--- src/rtl/adc_seq_pkg.sv ---
package adc_seq_pkg;

    typedef enum logic [1:0] {
        SEQ_IDLE = 2'd0,
        SEQ_CONV = 2'd1,
        SEQ_GAP  = 2'd2
    } seq_state_e;

endpackage

--- src/rtl/adc_seq_ctrl.sv ---
module adc_seq_ctrl
    import adc_seq_pkg::*;
#(
    parameter int NUM_GROUPS = 2,
    localparam int GRP_W = (NUM_GROUPS > 1) ? $clog2(NUM_GROUPS) : 1
) (
    input  logic             clk,
    input  logic             rst_n,
    input  logic             tick_i,
    input  logic             done_i,
    output logic             run_o,
    output logic [GRP_W-1:0] group_o,
    output logic             cap_en_o,
    output logic [GRP_W-1:0] cap_group_o,
    output logic             valid_o
);

    localparam logic [GRP_W-1:0] LAST_GRP = GRP_W'(NUM_GROUPS - 1);

    typedef struct packed {
        seq_state_e       state;
        logic [GRP_W-1:0] group;
        logic             valid;
    } ctrl_s;

    ctrl_s ctrl_d, ctrl_q;

    always_comb begin
        ctrl_d = ctrl_q;
        unique case (ctrl_q.state)
            SEQ_IDLE: begin
                if (tick_i) begin
                    ctrl_d.state = SEQ_CONV;
                    ctrl_d.group = '0;
                end
            end
            SEQ_CONV: begin
                if (done_i) begin
                    if (ctrl_q.group == LAST_GRP) begin
                        ctrl_d.state = SEQ_IDLE;
                        ctrl_d.valid = 1'b1;
                    end else begin
                        ctrl_d.state = SEQ_GAP;
                        ctrl_d.group = ctrl_q.group + 1'b1;
                    end
                end
            end
            SEQ_GAP: begin
                ctrl_d.state = SEQ_CONV;
            end
            default: begin
                ctrl_d.state = SEQ_IDLE;
            end
        endcase
    end

    always_ff @(posedge clk or negedge rst_n) begin
        if (!rst_n) begin
            ctrl_q <= '{state: SEQ_IDLE, group: '0, valid: 1'b0};
        end else begin
            ctrl_q <= ctrl_d;
        end
    end

    assign run_o       = (ctrl_q.state == SEQ_CONV);
    assign group_o     = ctrl_q.group;
    assign cap_en_o    = (ctrl_q.state == SEQ_CONV) && done_i;
    assign cap_group_o = ctrl_q.group;
    assign valid_o     = ctrl_q.valid;

endmodule

--- src/rtl/adc_seq_store.sv ---
module adc_seq_store #(
    parameter int NUM_LANES  = 4,
    parameter int NUM_GROUPS = 2,
    parameter int RAW_W      = 16,
    parameter int RES_W      = 10,
    localparam int NUM_CH    = NUM_LANES * NUM_GROUPS,
    localparam int GRP_W     = (NUM_GROUPS > 1) ? $clog2(NUM_GROUPS) : 1,
    localparam int SHIFT     = RAW_W - RES_W
) (
    input  logic                              clk,
    input  logic                              rst_n,
    input  logic                              cap_en_i,
    input  logic [GRP_W-1:0]                  cap_group_i,
    input  logic [NUM_LANES-1:0][RAW_W-1:0]   raw_i,
    output logic [NUM_CH-1:0][RES_W-1:0]      slot_o
);

    typedef struct packed {
        logic [NUM_CH-1:0][RES_W-1:0] slot;
    } store_s;

    store_s store_d, store_q;

    logic [NUM_CH-1:0]            wr_en;
    logic [NUM_CH-1:0][RES_W-1:0] wr_val;

    for (genvar g = 0; g < NUM_GROUPS; g++) begin : g_grp
        for (genvar l = 0; l < NUM_LANES; l++) begin : g_lane
            assign wr_en[g*NUM_LANES+l]  = cap_en_i && (cap_group_i == GRP_W'(g));
            assign wr_val[g*NUM_LANES+l] = RES_W'(raw_i[l] >> SHIFT);
        end
    end

    always_comb begin
        store_d = store_q;
        for (int c = 0; c < NUM_CH; c++) begin
            if (wr_en[c]) begin
                store_d.slot[c] = wr_val[c];
            end
        end
    end

    always_ff @(posedge clk or negedge rst_n) begin
        if (!rst_n) begin
            store_q <= '0;
        end else begin
            store_q <= store_d;
        end
    end

    assign slot_o = store_q.slot;

endmodule

--- src/rtl/adc_seq_rdmux.sv ---
module adc_seq_rdmux #(
    parameter int NUM_CH = 8,
    parameter int RES_W  = 10,
    localparam int IDX_W = (NUM_CH > 1) ? $clog2(NUM_CH) : 1
) (
    input  logic [NUM_CH-1:0][RES_W-1:0] slot_i,
    input  logic [IDX_W-1:0]             idx_i,
    output logic [RES_W-1:0]             data_o
);

    always_comb begin
        data_o = '0;
        for (int c = 0; c < NUM_CH; c++) begin
            if (idx_i == IDX_W'(c)) begin
                data_o = slot_i[c];
            end
        end
    end

endmodule

--- src/rtl/adc_scan_seq.sv ---
module adc_scan_seq #(
    parameter int NUM_LANES  = 4,
    parameter int NUM_GROUPS = 2,
    parameter int RAW_W      = 16,
    parameter int RES_W      = 10,
    localparam int NUM_CH    = NUM_LANES * NUM_GROUPS,
    localparam int IDX_W     = (NUM_CH > 1) ? $clog2(NUM_CH) : 1,
    localparam int GRP_W     = (NUM_GROUPS > 1) ? $clog2(NUM_GROUPS) : 1
) (
    input  logic                            clk,
    input  logic                            rst_n,
    input  logic                            tick_i,
    input  logic                            conv_done_i,
    input  logic [NUM_LANES-1:0][RAW_W-1:0] raw_i,
    input  logic [IDX_W-1:0]                rd_idx_i,
    output logic                            conv_run_o,
    output logic [GRP_W-1:0]                conv_group_o,
    output logic [RES_W-1:0]                rd_data_o,
    output logic                            valid_o
);

    logic                         cap_en;
    logic [GRP_W-1:0]             cap_group;
    logic [NUM_CH-1:0][RES_W-1:0] slots;

    adc_seq_ctrl #(
        .NUM_GROUPS (NUM_GROUPS)
    ) u_ctrl (
        .clk         (clk),
        .rst_n       (rst_n),
        .tick_i      (tick_i),
        .done_i      (conv_done_i),
        .run_o       (conv_run_o),
        .group_o     (conv_group_o),
        .cap_en_o    (cap_en),
        .cap_group_o (cap_group),
        .valid_o     (valid_o)
    );

    adc_seq_store #(
        .NUM_LANES  (NUM_LANES),
        .NUM_GROUPS (NUM_GROUPS),
        .RAW_W      (RAW_W),
        .RES_W      (RES_W)
    ) u_store (
        .clk         (clk),
        .rst_n       (rst_n),
        .cap_en_i    (cap_en),
        .cap_group_i (cap_group),
        .raw_i       (raw_i),
        .slot_o      (slots)
    );

    adc_seq_rdmux #(
        .NUM_CH (NUM_CH),
        .RES_W  (RES_W)
    ) u_rdmux (
        .slot_i (slots),
        .idx_i  (rd_idx_i),
        .data_o (rd_data_o)
    );

endmodule

--- config.mk ---
export PLATFORM = sky130hd
export DESIGN_NAME = adc_scan_seq
export DESIGN_NICKNAME = d
export VERILOG_FILES = /design/src/rtl/adc_seq_pkg.sv /design/src/rtl/adc_seq_ctrl.sv /design/src/rtl/adc_seq_store.sv /design/src/rtl/adc_seq_rdmux.sv /design/src/rtl/adc_scan_seq.sv
export SDC_FILE = /design/constraint.sdc
export NUM_CORES = 1
export LEC_CHECK = 0
export ABC_AREA = 1
export CORE_MARGIN = 2
export CORE_UTILIZATION = 40
export DETAILED_ROUTE_END_ITERATION = 10
export PLACE_DENSITY = 0.68
export SLEW_MARGIN = 20
export SYNTH_ARGS = -nofsm -noshare
export SYNTH_HDL_FRONTEND = slang
export SYNTH_SLANG_ARGS = --single-unit
--- constraint.sdc ---
create_clock -name clk -period 1.8 [get_ports clk]
set_clock_uncertainty 0.15 [all_clocks]
set_input_delay 0.54 -clock clk [delete_from_list [all_inputs] [get_ports clk]]
set_output_delay 0.54 -clock clk [all_outputs]
set_load 0.01 [all_outputs]
[Word level (Yosys, flattened, before mapping)]
Index checks and enable logic that the tools add are counted.
Word-level totals
  register bits: 84
  bits in latches: 0
  memory bits (writable): 0
  bits in read-only memories: 0
  bits of input ports: 71
  memories: 0
Cells by class
  add/subtract/negate cells: 1
  multipliers: 0
  divide/modulo/power cells: 0
  order comparisons: 0
  eq/ne operators: 11
  shift operators: 0
  multiplexer cells: 15
  bitwise gates (word level): 1
  reduce and logical (&&, ||, !) cells: 9
Operators with widths (count)
  10-bit two-way mux: 8
  3-bit equality test (second input constant): 4
  3-bit by 2-bit equality test with 1-bit output (second input constant): 2
  2-bit one-hot mux with 3 select lines: 1
  3-bit AND reduction: 2
  4-bit two-way mux: 1
  2-bit != test (second input constant): 2
  3-bit by 1-bit equality test with 1-bit output (second input constant): 1
  1-bit logical AND: 3
  3-bit logical NOT: 1
  3-bit two-way mux: 1
  2-bit by 1-bit equality test with 1-bit output (second input constant): 1
  2-bit equality test (second input constant): 1
  2-bit logical NOT: 1
  1-bit two-way mux: 2
  2-bit two-way mux: 1
  1-bit one-hot mux with 2 select lines: 1
  2-bit AND reduction: 1
  2-bit nonzero test: 1
  1-bit adder (second input constant): 1
  1-bit inverter: 1

[Longest topological paths before layout]
Gate-level depths: netlist of the first run.
  depth after elaboration: 9
  mapped depth: 8
  depth with buffers taken out: 7

[Modules after synthesis]
From an unflattened synthesis of the first run, not the netlist that was laid out.
Second synthesis, totals
  cells, all modules: 516
  area, all modules: 4132.7 µm²
Modules (own cells, without submodules)
  adc_seq_store: times used 1, cells each 349, area each 3208.1 µm², sequential area each 2001.9 µm²
  adc_seq_rdmux: times used 1, cells each 147, area each 740.7 µm², sequential area each 0.0 µm²
  adc_seq_ctrl: times used 1, cells each 20, area each 183.9 µm², sequential area each 100.1 µm²

[Worst setup path before layout of the first run]
No wires, ideal clock.
  path type: in2out
  from: input port rd_idx_i[2]
  to: output port rd_data_o[0]
  data arrival time: 1269 ps
  slack: -159 ps
  stages on the path: 6
  cells stage by stage: inv_2 > buf_1 > nand4_1 > nand4_1 > nor2_1 > nand4_1
Between the ends
  cells in the longest elaborated chain, start to end: 9
RTL lines
  start, declared: line adc_scan_seq.sv:15  | input logic [IDX_W-1:0] rd_idx_i,
  3-bit logical NOT: line adc_seq_rdmux.sv:14  | if (idx_i == IDX_W'(c)) begin
  10-bit two-way mux (7 in series): line adc_seq_rdmux.sv:14
  10-bit two-way mux (*): line adc_seq_rdmux.sv:14
  end, declared: line adc_scan_seq.sv:18  | output logic [RES_W-1:0] rd_data_o,
Mark *: on every way between the ends. The rest lies on a longest branch, timed or not.

[Worst setup path after layout of the first run]
  from: input port rd_idx_i[0]
  to: output port rd_data_o[5]
Same word-level chain as after synthesis.

==> metrics.md, run 1 <==
| Metric | Value |
|---|---|
| Starting density of the core | around two fifths |
| Final Cell Area | 0.00513 mm^2 |
| Htree depth | 3 |
| Max-slew violations | 0 |
| Flop pwr share | 49.4% |
| DRC | 0 |
| Endpoints failing hold | 0 |
| Reg clk slew, reported paths | about 0.09 ns |
| Final #Nets | 613 |
| Critical Path End Type | output pin |
| Setup TNS | -4.08 ns |
| Share of post-route cells with drive strength above 1 | approximately 18% |
| WHS Endpoint | u_ctrl.valid_o$_DFFE_PN0P_ |
| CP bufs+invs | 5 |
| Fin crit period | 2.22 ns |
| DP Worst Slack | -1.21 ns |
| Leakage | 2.49 nW |
| Sw Ratio | between 30% and 40% |
| Placed standard-cell area | slightly below 0.005 mm^2 |
| Finish-stage setup viols | 10 |
| Clk root buf | clkbuf_8 |
| Arrival @ worst endpoint | approximately 1.5 ns |
| CP required | between 1 and 1.5 ns |
| Period utilization | 123% |
| Commonest non-fill, non-tap cell in the layout | nand2_1 |
| Routed WL | approximately 10000 um |
| #FFs+latches synth | between 80 and 90 |
| Number of global-route vias before repair | between 3000 and 4000 |
| Sequential-to-total area share from yosys stat | 55.7% |
| Hold_ws | approximately 0.32 ns |
| Cell row count | 35 |
| Clk Latency, worst-skew pair | between 0.3 and 0.4 ns |
| Post-route setup slack | -0.416 ns |
| Cell count along the critical path | 8 |
| Power Dens Cells | 1300 mW/mm^2 |
| Die ar. | 0.0102 mm^2 |
| Crit-path max cell delay | approximately 0.2 ns |
| Total power | 6.66 mW |
| Crit path max-delay family | buffers and inverters |
| I/O Buffers | 59 |
| # IOs | 84 |
| GPL Wtd Cong | about 0.87 |
| Core ar. | 0.00920 mm^2 |
| Post-synthesis cell type count | 17 |
| R2R Path Start | u_ctrl.ctrl_q[3]$_DFFE_PN0P_ |
| WHS Path Cells | 2 |
| Dpl hpwl | 7300 um |
| Syn Inst Count | 453 |
| Worst Hold Class | register to register |
| Diode count | 0 |
| First-pass GRT wire length | around 17000 um |
| Int Pwr | 4.24 mW |
| Chip Width | about 100 um |
| RSZ-0062 raised after global routing | yes |
| CTS tree | yes |
| Worst hold start | u_ctrl.valid_o$_DFFE_PN0P_ |
| Bufs on Longest Clock Path | 2 |
| Mapped Avg Cell Area | approximately 8.3 um^2 |
| Non-Filler Instances | between 600 and 700 |
| R2r endpoint | u_store.slot_o[36]$_DFFE_PN0P_ |
| Die height | 101 um |
| Outcome | finished with violations |
| Net Count, Synth | between 500 and 600 |
| Overall routing resource usage | between 20% and 30% |
| Worst Tran Pin Value | around 0.35 ns |
| R2r setup slk | approximately 0.28 ns |
| # clock sinks | 84 |
| Setup crit start | rd_idx_i[0] |
| Initial DRC Count | ~180 |
| Placed cell count | 633 |
| Congestion Overflow GR | 0 |
| Clk network pwr share | a little under a fifth |
| Initial antenna violation count | 0 |
| Max-Cap Viols | 0 |
| CP Class | input port to output pin |
| Fmax | 451 MHz |
| Combinational power share | about a third |
| Crit Path Max Fanout | 4 |
| Router iterations before antenna repair | 5 |
| Switch Pwr | about 2.4 mW |
| Critical path, cell by cell | buf_8 -> buf_8 -> buf_6 -> nor3_4 -> buf_6 -> nand2_2 -> nand4_1 -> buf_2 |
| Via density | roughly 5.2 |
| Synth warn | 0 |
| Via count | roughly 3400 |
| Final core utilization | 55.8% |
| Clock buffer count from CTS | 9 |
| Critical-path cell with the highest stage delay | nor3_4 |
| Failing checks | setup timing |
| Setup crit start kind | input port |
| Synthesized area | ~0.0038 mm^2 |
| Slew headroom | between 70% and 80% |
| Most frequent cells in the layout | 108 x nand2_1, 84 x dfrtp_1, 56 x o21ai_1 |
| WL per Instance | approximately 15 um |
| Largest net degree at the start of global routing | 45 |
| Worst-case reg-to-reg path depth | 8 |
| Area Growth Syn to Fin | 35.8% |
| Peak supply drop | around 0.63 mV |
| ANT nets after route | 0 |
==> repair_timing <==
| item | in CTS | in global routing |
|---|---|---|
| setup buffers | 8 | 0 |
| hold buffers | 1 | 0 |
| endpoints found under the hold margin | 21 | 0 |
| pin swaps | 23 | 3 |
| resized for setup | 82 | 5 |
| cloned | 1 | 0 |
| endpoints found under the setup margin | 13 | 10 |
==> how the worst max path moves through the flow <==
stage,endpoint,slack [ns]
final,rd_data_o[5],-0.42
after detailed placement,rd_data_o[2],-1.21
after CTS,rd_data_o[7],-0.42
after global placement,rd_data_o[7],-1.21
after global routing,rd_data_o[2],-0.48
after floorplan,rd_data_o[0],0.002
==> power by group through the flow <==
stage / clock, mW / combinational, mW / sequential [mW]
after floorplan: 0 / 1.33 / 3.11
after global placement: 0 / 2.05 / 3.27
final: 1.26 / 2.11 / 3.29
after detailed placement: 0 / 2.14 / 3.30
after CTS: 1.28 / 2.14 / 3.27
after global routing: 1.37 / 2.43 / 3.37
==> cells in the mapped netlist <==
cell type | instances | area, um^2
nand2_1 | 116 | 435
dfrtp_1 | 84 | 2100
o21ai_1 | 56 | 280
inv_1 | 51 | 191
nand4_1 | 50 | 313
o21ai_0 | 25 | 125
nor2_1 | 22 | 82.6
clkbuf_1 | 17 | 63.8
nand3_1 | 10 | 50.1
buf_2 | 8 | 40.0
inv_2 | 5 | 18.8
nor3_2 | 3 | 30.0
buf_1 | 2 | 7.51
nand3_2 | 1 | 10.0
nor2_2 | 1 | 6.26
nor2_4 | 1 | 11.3
o31ai_1 | 1 | 7.51
==> registers in the layout (all words and copies together) (netlist names) <==
name / count
u_ctrl.cap_group_o: 1
u_ctrl.ctrl_q: 2
u_ctrl.valid_o: 1
u_store.slot_o: 80
==> worst min-delay path, delay by kind of cell, from the launching register on <==
family	cells	cell delay, ns
AND/OR/NAND/NOR	1	0.05
buffers and inverters	1	0.04
flip-flops	1	0.35
==> routing by layer <==
| metal | vias up | GRT usage [%] | routed length [um] |
|---|---|---|---|
| li1 | 1671 | - | - |
| met5 | - | 0 | 0 |
| met1 | 1601 | 30.6 | 4620 |
| met3 | 12 | 3.52 | 611 |
| met2 | 124 | 32.8 | 4710 |
| met4 | 0 | 7.80 | 172 |
==> cell families after synthesis <==
kind of cell | after synthesis | synth area share, %
compound gates | 82 | 10.9
flops | 84 | 55.7
buf+inv | 83 | 8.52
simple gates | 204 | 24.9
==> area by class of cell <==
type	instances	area, um^2
Tap cell	111	139
Inverter	56	218
Clock inverter	6	47.5
Clock buffer	10	138
Multi-Input combinational cell	286	1410
Fill cell	854	4070
Sequential cell	84	2100
Timing Repair Buffer	105	1080
Power figures use the tool's default switching activity.
==> inputs of run 2 (changes only) <==
SETUP_SLACK_MARGIN = 0.2   (was default)
==> run 2 against run 1 <==
Net effect:
- the flow still finishes with violations (setup timing)
- non-clock buffer count is 4 higher
- sequential share of layout area decreased by 3.7 points
- maximum frequency fell by 0.55%
- utilization increased by 5.5 points
- final area is 9.8% higher
- register-to-register slack worse by 0.14 ns
- final cell count grew 0.76%
- combinational power increased by 35%
- via count grew 3.4%
- total power grew 17%
- worst setup slack worse by 0.012 ns
- hold slack improved by 0.022 ns
- critical path type unchanged
- critical endpoint is now rd_data_o[1]
- largest power group unchanged
- highest routed layer unchanged
==> metrics.md, run 2 (synthesis gave the netlist of run 1 again) <==
| Metric | Value |
|---|---|
| Leakage | 2.66 nW (+7.1%) |
| Setup crit start kind | input port |
| Metal1 wirelength | 4810 um (+4.2%) |
| Chip Width | 101 um (unchanged) |
| Peak supply drop | 0.567 mV (-10%) |
| Crit path max-delay family | buffers and inverters |
| Period utilization | 124% (+0.68 points) |
| Max-Cap Viols | 0 (unchanged) |
| Congestion Overflow GR | 0 (unchanged) |
| Cell row count | 35 (unchanged) |
| R2r setup slk | 0.14 ns (-0.14 ns) |
| Initial antenna violation count | 0 (unchanged) |
| Clock buffer count from CTS | 9 (unchanged) |
| Power Dens Cells | 1390 mW/mm^2 (+6.8%) |
| Worst Tran Pin Value | 0.419 ns (+0.0638 ns) |
| Via count | 3525 (+3.4%) |
| Post-route setup slack | -0.428 ns (-0.0122 ns) |
| Most frequent cells in the layout | 84 x dfrtp_1, 73 x nand2_1, 51 x inv_1 |
| I/O Buffers | 59 (unchanged) |
| CP Class | input port to output pin |
| Critical Path End Type | output pin |
| Reg clk slew, reported paths | 0.09 ns (about the same) |
| Finish-stage setup viols | 10 (unchanged) |
| Clk network pwr share | 19.2% (+0.3 points) |
| Sw Ratio | 36.7% (+0.42 points) |
| Bufs on Longest Clock Path | 2 (unchanged) |
| Max-slew violations | 0 (unchanged) |
| First-pass GRT wire length | 16000 um (-4.2%) |
| Clk Latency, worst-skew pair | 0.36 ns (about the same) |
| Die ar. | 0.0102 mm^2 (unchanged) |
| Routed WL | 11300 um (+12%) |
| Arrival @ worst endpoint | 1.54 ns (about the same) |
| Worst hold start | u_store.slot_o[48]$_DFFE_PN0P_ |
| Fmax | 449 MHz (-0.55%) |
| Top Layer Used | met4 |
| ANT nets after route | 0 (unchanged) |
| CTS tree | yes |
| Critical-path cell with the highest stage delay | buf_4 |
| Router iterations before antenna repair | 5 (unchanged) |
| Non-Filler Instances | 663 (+0.76%) |
| Fin crit period | 2.23 ns (+0.0122 ns) |
| Switch Pwr | 2.87 mW (+19%) |
| GPL Wtd Cong | 0.908 (+4.8%) |
| Final #Nets | 618 (+0.82%) |
| Commonest non-fill, non-tap cell in the layout | dfrtp_1 |
| Clk root buf | clkbuf_8 |
| DRC | 0 (unchanged) |
| Failing checks | setup timing |
| Placed cell count | 631 (-0.32%) |
| Via density | 5.32 (+2.7%) |
| # clock sinks | 84 (unchanged) |
| WL per Instance | 17.0 um (+11%) |
| Die height | 101 um (unchanged) |
| Final Cell Area | 0.00563 mm^2 (+9.8%) |
| Largest net degree at the start of global routing | 49 (+8.9%) |
| Met3 routed WL | 640 um (+4.7%) |
| Int Pwr | 4.95 mW (+17%) |
| RSZ-0062 raised after global routing | yes |
| Worst Hold Class | register to register |
| Initial DRC Count | 236 (+29%) |
| Diode count | 0 (unchanged) |
| Starting density of the core | 41.0% (unchanged) |
| WHS Path Cells | 2 (unchanged) |
| Number of global-route vias before repair | 3294 (+0.61%) |
| Hold_ws | 0.339 ns (+0.0223 ns) |
| Share of post-route cells with drive strength above 1 | 30.1% (+12 points) |
| Total power | 7.82 mW (+17%) |
| Max FFs per register | 80 (unchanged) |
| Worst-case reg-to-reg path depth | 9 (+1) |
| Htree depth | 3 (unchanged) |
| Most frequent CP cell | nand4_1 |
| CP bufs+invs | 4 (-1) |
| Placed standard-cell area | 0.00480 mm^2 (-0.62%) |
| Dpl hpwl | 7290 um (-0.16%) |
| Crit-path max cell delay | 0.16 ns (-0.04 ns) |
| WHS Endpoint | u_store.slot_o[48]$_DFFE_PN0P_ |
| Crit Path Max Fanout | 7 (+3) |
| R2r endpoint | u_store.slot_o[18]$_DFFE_PN0P_ |
| # IOs | 84 (unchanged) |
| Met2 wirelength from detailed routing | 5510 um (+17%) |
| Combinational power share | 36.3% (+4.6 points) |
| Slew headroom | 72.1% (-4.3 points) |
| Endpoints failing hold | 0 (unchanged) |
| Critical path, cell by cell | buf_6 -> buf_12 -> nor2_4 -> buf_4 -> nand3_1 -> nand4_1 -> nor2_1 -> nand4_1 -> buf_2 |
| Area Growth Syn to Fin | 49.2% |
| Flop pwr share | 44.5% (-4.9 points) |
| Core ar. | 0.00920 mm^2 (unchanged) |
| Fillcell total | 808 (-5.4%) |
| Outcome | finished with violations |
| R2R Path Start | u_ctrl.ctrl_q[2]$_DFFE_PN0P_ |
| Overall routing resource usage | 20.4% (-0.85 points) |
| CP required | 1.11 ns (about the same) |
[run 2: cell count changes in the layout (fill, tap and decap cells not counted), sizes merged]
| cell | previous run | this run |
|---|---|---|
| clkbuf | 10 | 18 |
| bufinv | 0 | 2 |
| clkinv | 4 | 2 |
| dlygate4sd2 | 2 | 0 |
| clkdlybuf4s50 | 42 | 41 |
| dlymetal6s2s | 0 | 1 |
| inv | 57 | 56 |
[run 2: power by group through the flow]
stage                     Sequential (mW)  Clock, mW  Combinational (mW)
final                                3.48       1.50                2.84
after global routing                 3.54       1.61                3.15
after CTS                            3.31       1.52                2.09
after detailed placement             3.34          0                2.13
after global placement               3.33          0                2.05
after floorplan                      3.11          0                1.34
[run 2: how the worst max path moves through the flow]
stage               slack, ns            to         from  cells after the start
floorplan                0.03  rd_data_o[0]  rd_idx_i[1]                      4
global placement        -1.23  rd_data_o[1]  rd_idx_i[2]                      8
detailed placement      -1.22  rd_data_o[1]  rd_idx_i[0]                      8
CTS                     -0.44  rd_data_o[1]  rd_idx_i[0]                      8
global route            -0.48  rd_data_o[1]  rd_idx_i[1]                      9
finish                  -0.43  rd_data_o[1]  rd_idx_i[1]                      9
[run 2: timing repair]
action	4_1_cts	5_1_grt
cloned	0	9
hold buffers	1	0
hold endpoints to repair	26	0
pin swaps	12	9
gates resized for setup	82	113
buffers inserted	2	4
endpoints found under the setup margin	13	51
[run 2: through the flow]
stage               util (%)  setup slack (ns)  TNS [ns]
finish                  61.2            -0.428     -3.99
global route            61.2            -0.481     -4.57
CTS                     54.7            -0.437     -4.19
detailed placement      52.2             -1.22    -20.55
global placement        52.2             -1.23    -17.95
floorplan                  -            0.0292         0
[run 2: layout make-up]
type / instances / area [um^2] / area share (%)
Sequential cell: 84 / 2100 / 37.3
Multi-Input combinational cell: 286 / 1700 / 30.2
Timing Repair Buffer: 109 / 1220 / 21.8
Inverter: 56 / 238 / 4.22
Clock buffer: 12 / 145 / 2.58
Tap cell: 111 / 139 / 2.47
Clock inverter: 4 / 72.6 / 1.29
Timing Repair inverter: 1 / 11.3 / 0.200
[run 2: worst min-delay path: cells and delay by family (launching register included)]
family	cells	cell delay, ns
DFF	1	0.35
AOI/OAI and AO/OA	1	0.06
and+or+nand+nor	1	0.05
[run 2: per-layer routing]
metal  track usage [%]  vias to the layer above
met4              7.38                        0
met2              33.4                      133
li1                  -                     1682
met5                 0                        -
met3              4.49                       31
met1              27.0                     1679
==> inputs of run 3 (changes only) <==
==> constraint.sdc (replaced) <==
create_clock -name clk -period 1.8 [get_ports clk]
set_clock_uncertainty 0.15 [all_clocks]
set_input_delay 0.36 -clock clk [delete_from_list [all_inputs] [get_ports clk]]
set_output_delay 0.36 -clock clk [all_outputs]
set_load 0.005 [all_outputs]
==> run 3 against run 2 <==
Net effect:
- the flow still finishes with violations (setup timing)
- critical path depth stayed put
- maximum frequency is 13% higher
- final cell count is 2.4% higher
- final area is 5.7% lower
- non-clock buffer count is 16 higher
- hold slack worse by 0.025 ns
- highest routed layer unchanged
- largest power group unchanged
==> metrics.md, run 3 (synthesis gave the netlist of run 1 again) <==
| Metric | Value |
|---|---|
| Max-slew violations | 0 (unchanged) |
| R2r setup slk | 0.28 ns (+0.14 ns) |
| R2r endpoint | u_store.slot_o[23]$_DFFE_PN0P_ |
| First-pass GRT wire length | 17000 um (+6.2%) |
| Overall routing resource usage | 21.6% (+1.2 points) |
| Diode count | 0 (unchanged) |
| Largest net degree at the start of global routing | 85 (+73%) |
| DRC | 0 (unchanged) |
| Router iterations before antenna repair | 5 (unchanged) |
| Failing checks | setup timing |
| Period utilization | 110% (-14 points) |
| Worst Hold Class | register to register |
| # IOs | 84 (unchanged) |
| Fillcell total | 774 (-4.2%) |
| Number of global-route vias before repair | 3320 (+0.79%) |
| Dpl hpwl | 6690 um (-8.2%) |
| Clk Latency, worst-skew pair | 0.36 ns (about the same) |
| # clock sinks | 84 (unchanged) |
| CP required | 1.29 ns (+0.18 ns) |
| R2R Path Start | u_ctrl.ctrl_q[2]$_DFFE_PN0P_ |
| Cell row count | 35 (unchanged) |
| Worst-case reg-to-reg path depth | 9 (unchanged) |
| Final core utilization | 57.7% (-3.5 points) |
| Clock buffer count from CTS | 9 (unchanged) |
| Initial antenna violation count | 0 (unchanged) |
| Setup crit start | rd_idx_i[2] |
| Crit Path Max Fanout | 3 (-4) |
| GPL Wtd Cong | 0.937 (+3.2%) |
| Most frequent CP cell | nand4_1 |
| Starting density of the core | 41.0% (unchanged) |
| RSZ-0062 raised after global routing | yes |
| Bufs on Longest Clock Path | 2 (unchanged) |
| Critical Path End Type | output pin |
| Critical path, cell by cell | buf_8 -> clkinvlp_4 -> buf_6 -> buf_6 -> nand4_1 -> nand4_1 -> nor2_1 -> nand4_1 -> buf_2 |
| Worst hold start | u_ctrl.valid_o$_DFFE_PN0P_ |
| Peak supply drop | 0.573 mV (+1.2%) |
| WL per Instance | 16.4 um (-3.9%) |
| Fmax | 506 MHz (+13%) |
| Die ar. | 0.0102 mm^2 (unchanged) |
| Congestion Overflow GR | 0 (unchanged) |
| Worst Tran Pin Value | 0.440 ns (+0.0213 ns) |
| Clk root buf | clkbuf_8 |
| Htree depth | 3 (unchanged) |
| Final #Nets | 634 (+2.6%) |
| Multi-input logic area | 0.00142 mm^2 (-17%) |
| Slew headroom | 70.7% (-1.4 points) |
| Share of post-route cells with drive strength above 1 | 21.3% (-8.8 points) |
| Finish-stage setup viols | 10 (unchanged) |
| Leakage | 2.59 nW (-2.7%) |
| Fin crit period | 1.98 ns (-0.251 ns) |
| WHS Path Cells | 2 (unchanged) |
| ANT nets after route | 0 (unchanged) |
| Core ar. | 0.00920 mm^2 (unchanged) |
| Via count | 3648 (+3.5%) |
| Via density | 5.37 (+1.1%) |
| Max-Cap Viols | 0 (unchanged) |
| Most frequent cells in the layout | 112 x nand2_1, 84 x dfrtp_1, 55 x o21ai_1 |
| WHS Endpoint | u_ctrl.valid_o$_DFFE_PN0P_ |
| CP Class | input port to output pin |
| Die height | 101 um (unchanged) |
| Critical-path cell with the highest stage delay | buf_6 |
| Setup crit start kind | input port |
| Crit-path max cell delay | 0.15 ns (about the same) |
| Post-route setup slack | -0.177 ns (+0.251 ns) |
| Power Dens Cells | 1330 mW/mm^2 (-4.5%) |
| Reg clk slew, reported paths | 0.09 ns (about the same) |
| Arrival @ worst endpoint | 1.47 ns (-0.07 ns) |
| Area Growth Syn to Fin | 40.6% |
| Max FFs per register | 80 (unchanged) |
| Routed WL | 11100 um (-1.6%) |
| Commonest non-fill, non-tap cell in the layout | nand2_1 |
| Register area | 0.00210 mm^2 (unchanged) |
| Initial DRC Count | 317 (+34%) |
| Endpoints failing hold | 0 (unchanged) |
| Outcome | finished with violations |
| Chip Width | 101 um (unchanged) |
| Setup TNS | -1.02 ns (+2.97 ns) |
| CTS tree | yes |
| I/O Buffers | 59 (unchanged) |
## run 3: cell count changes in the layout (fill, tap and decap cells not counted), sizes merged
cell	previous run	this run
dlygate4sd2	0	2
clkbuf	18	12
bufinv	2	0
clkinvlp	1	3
clkdlybuf4s50	41	42
dlymetal6s2s	1	0
inv	56	58
buf	60	78
## run 3: stage by stage
stage               hold WS [ns]  total power, mW  setup slack [ns]  instance area, um^2  cells
finish                     0.314             7.04            -0.177                 5310    679
global route               0.336             7.52            -0.214                 5310    679
CTS                        0.318             6.70            -0.128                 5120    665
detailed placement         0.271             5.35            -0.845                 4670    623
global placement           0.271             5.28            -0.833                 4670    623
floorplan                -0.0856             4.38             0.235                 3770    453
## run 3: area by class of cell
class	count	share of cell area (%)
Timing Repair Buffer	125	23.4
Multi-Input combinational cell	286	26.7
Inverter	56	4.10
Sequential cell	84	39.6
Timing Repair inverter	1	0.141
Clock inverter	6	0.872
Tap cell	111	2.62
Clock buffer	10	2.59
## run 3: critical path: cells and delay by family
kind / cells / cell delay (ns)
buffers and inverters: 5 / 0.62
AND/OR/NAND/NOR: 4 / 0.48
## run 3: worst max-delay path by stage
stage,endpoint,cells after the start
finish,rd_data_o[7],9
global route,rd_data_o[7],9
CTS,rd_data_o[2],5
detailed placement,rd_data_o[9],8
global placement,rd_data_o[1],7
floorplan,rd_data_o[0],6
## run 3: power breakdown
group	switching [mW]	internal [mW]	leakage, nW	total [mW]
Clock	0.736	0.548	0.0893	1.28
Sequential	0.618	2.74	1.05	3.36
Combinational	1.22	1.18	1.45	2.40
## run 3: timing repair
action	CTS	global route
pin swaps	51	28
endpoints found under the hold margin	84	0
gates resized for setup	91	15
setup buffers	24	12
cloned	1	2
setup endpoints to repair	13	14
hold buffers	1	0
## run 3: layer usage
metal  GRT usage, %  vias to the layer above  wire [um]
li1               -                     1711          -
met1           32.1                     1707       4700
met2           30.3                      191       5030
met3           4.69                       39       1000
met4           9.67                        0        376
met5              0                        -          0
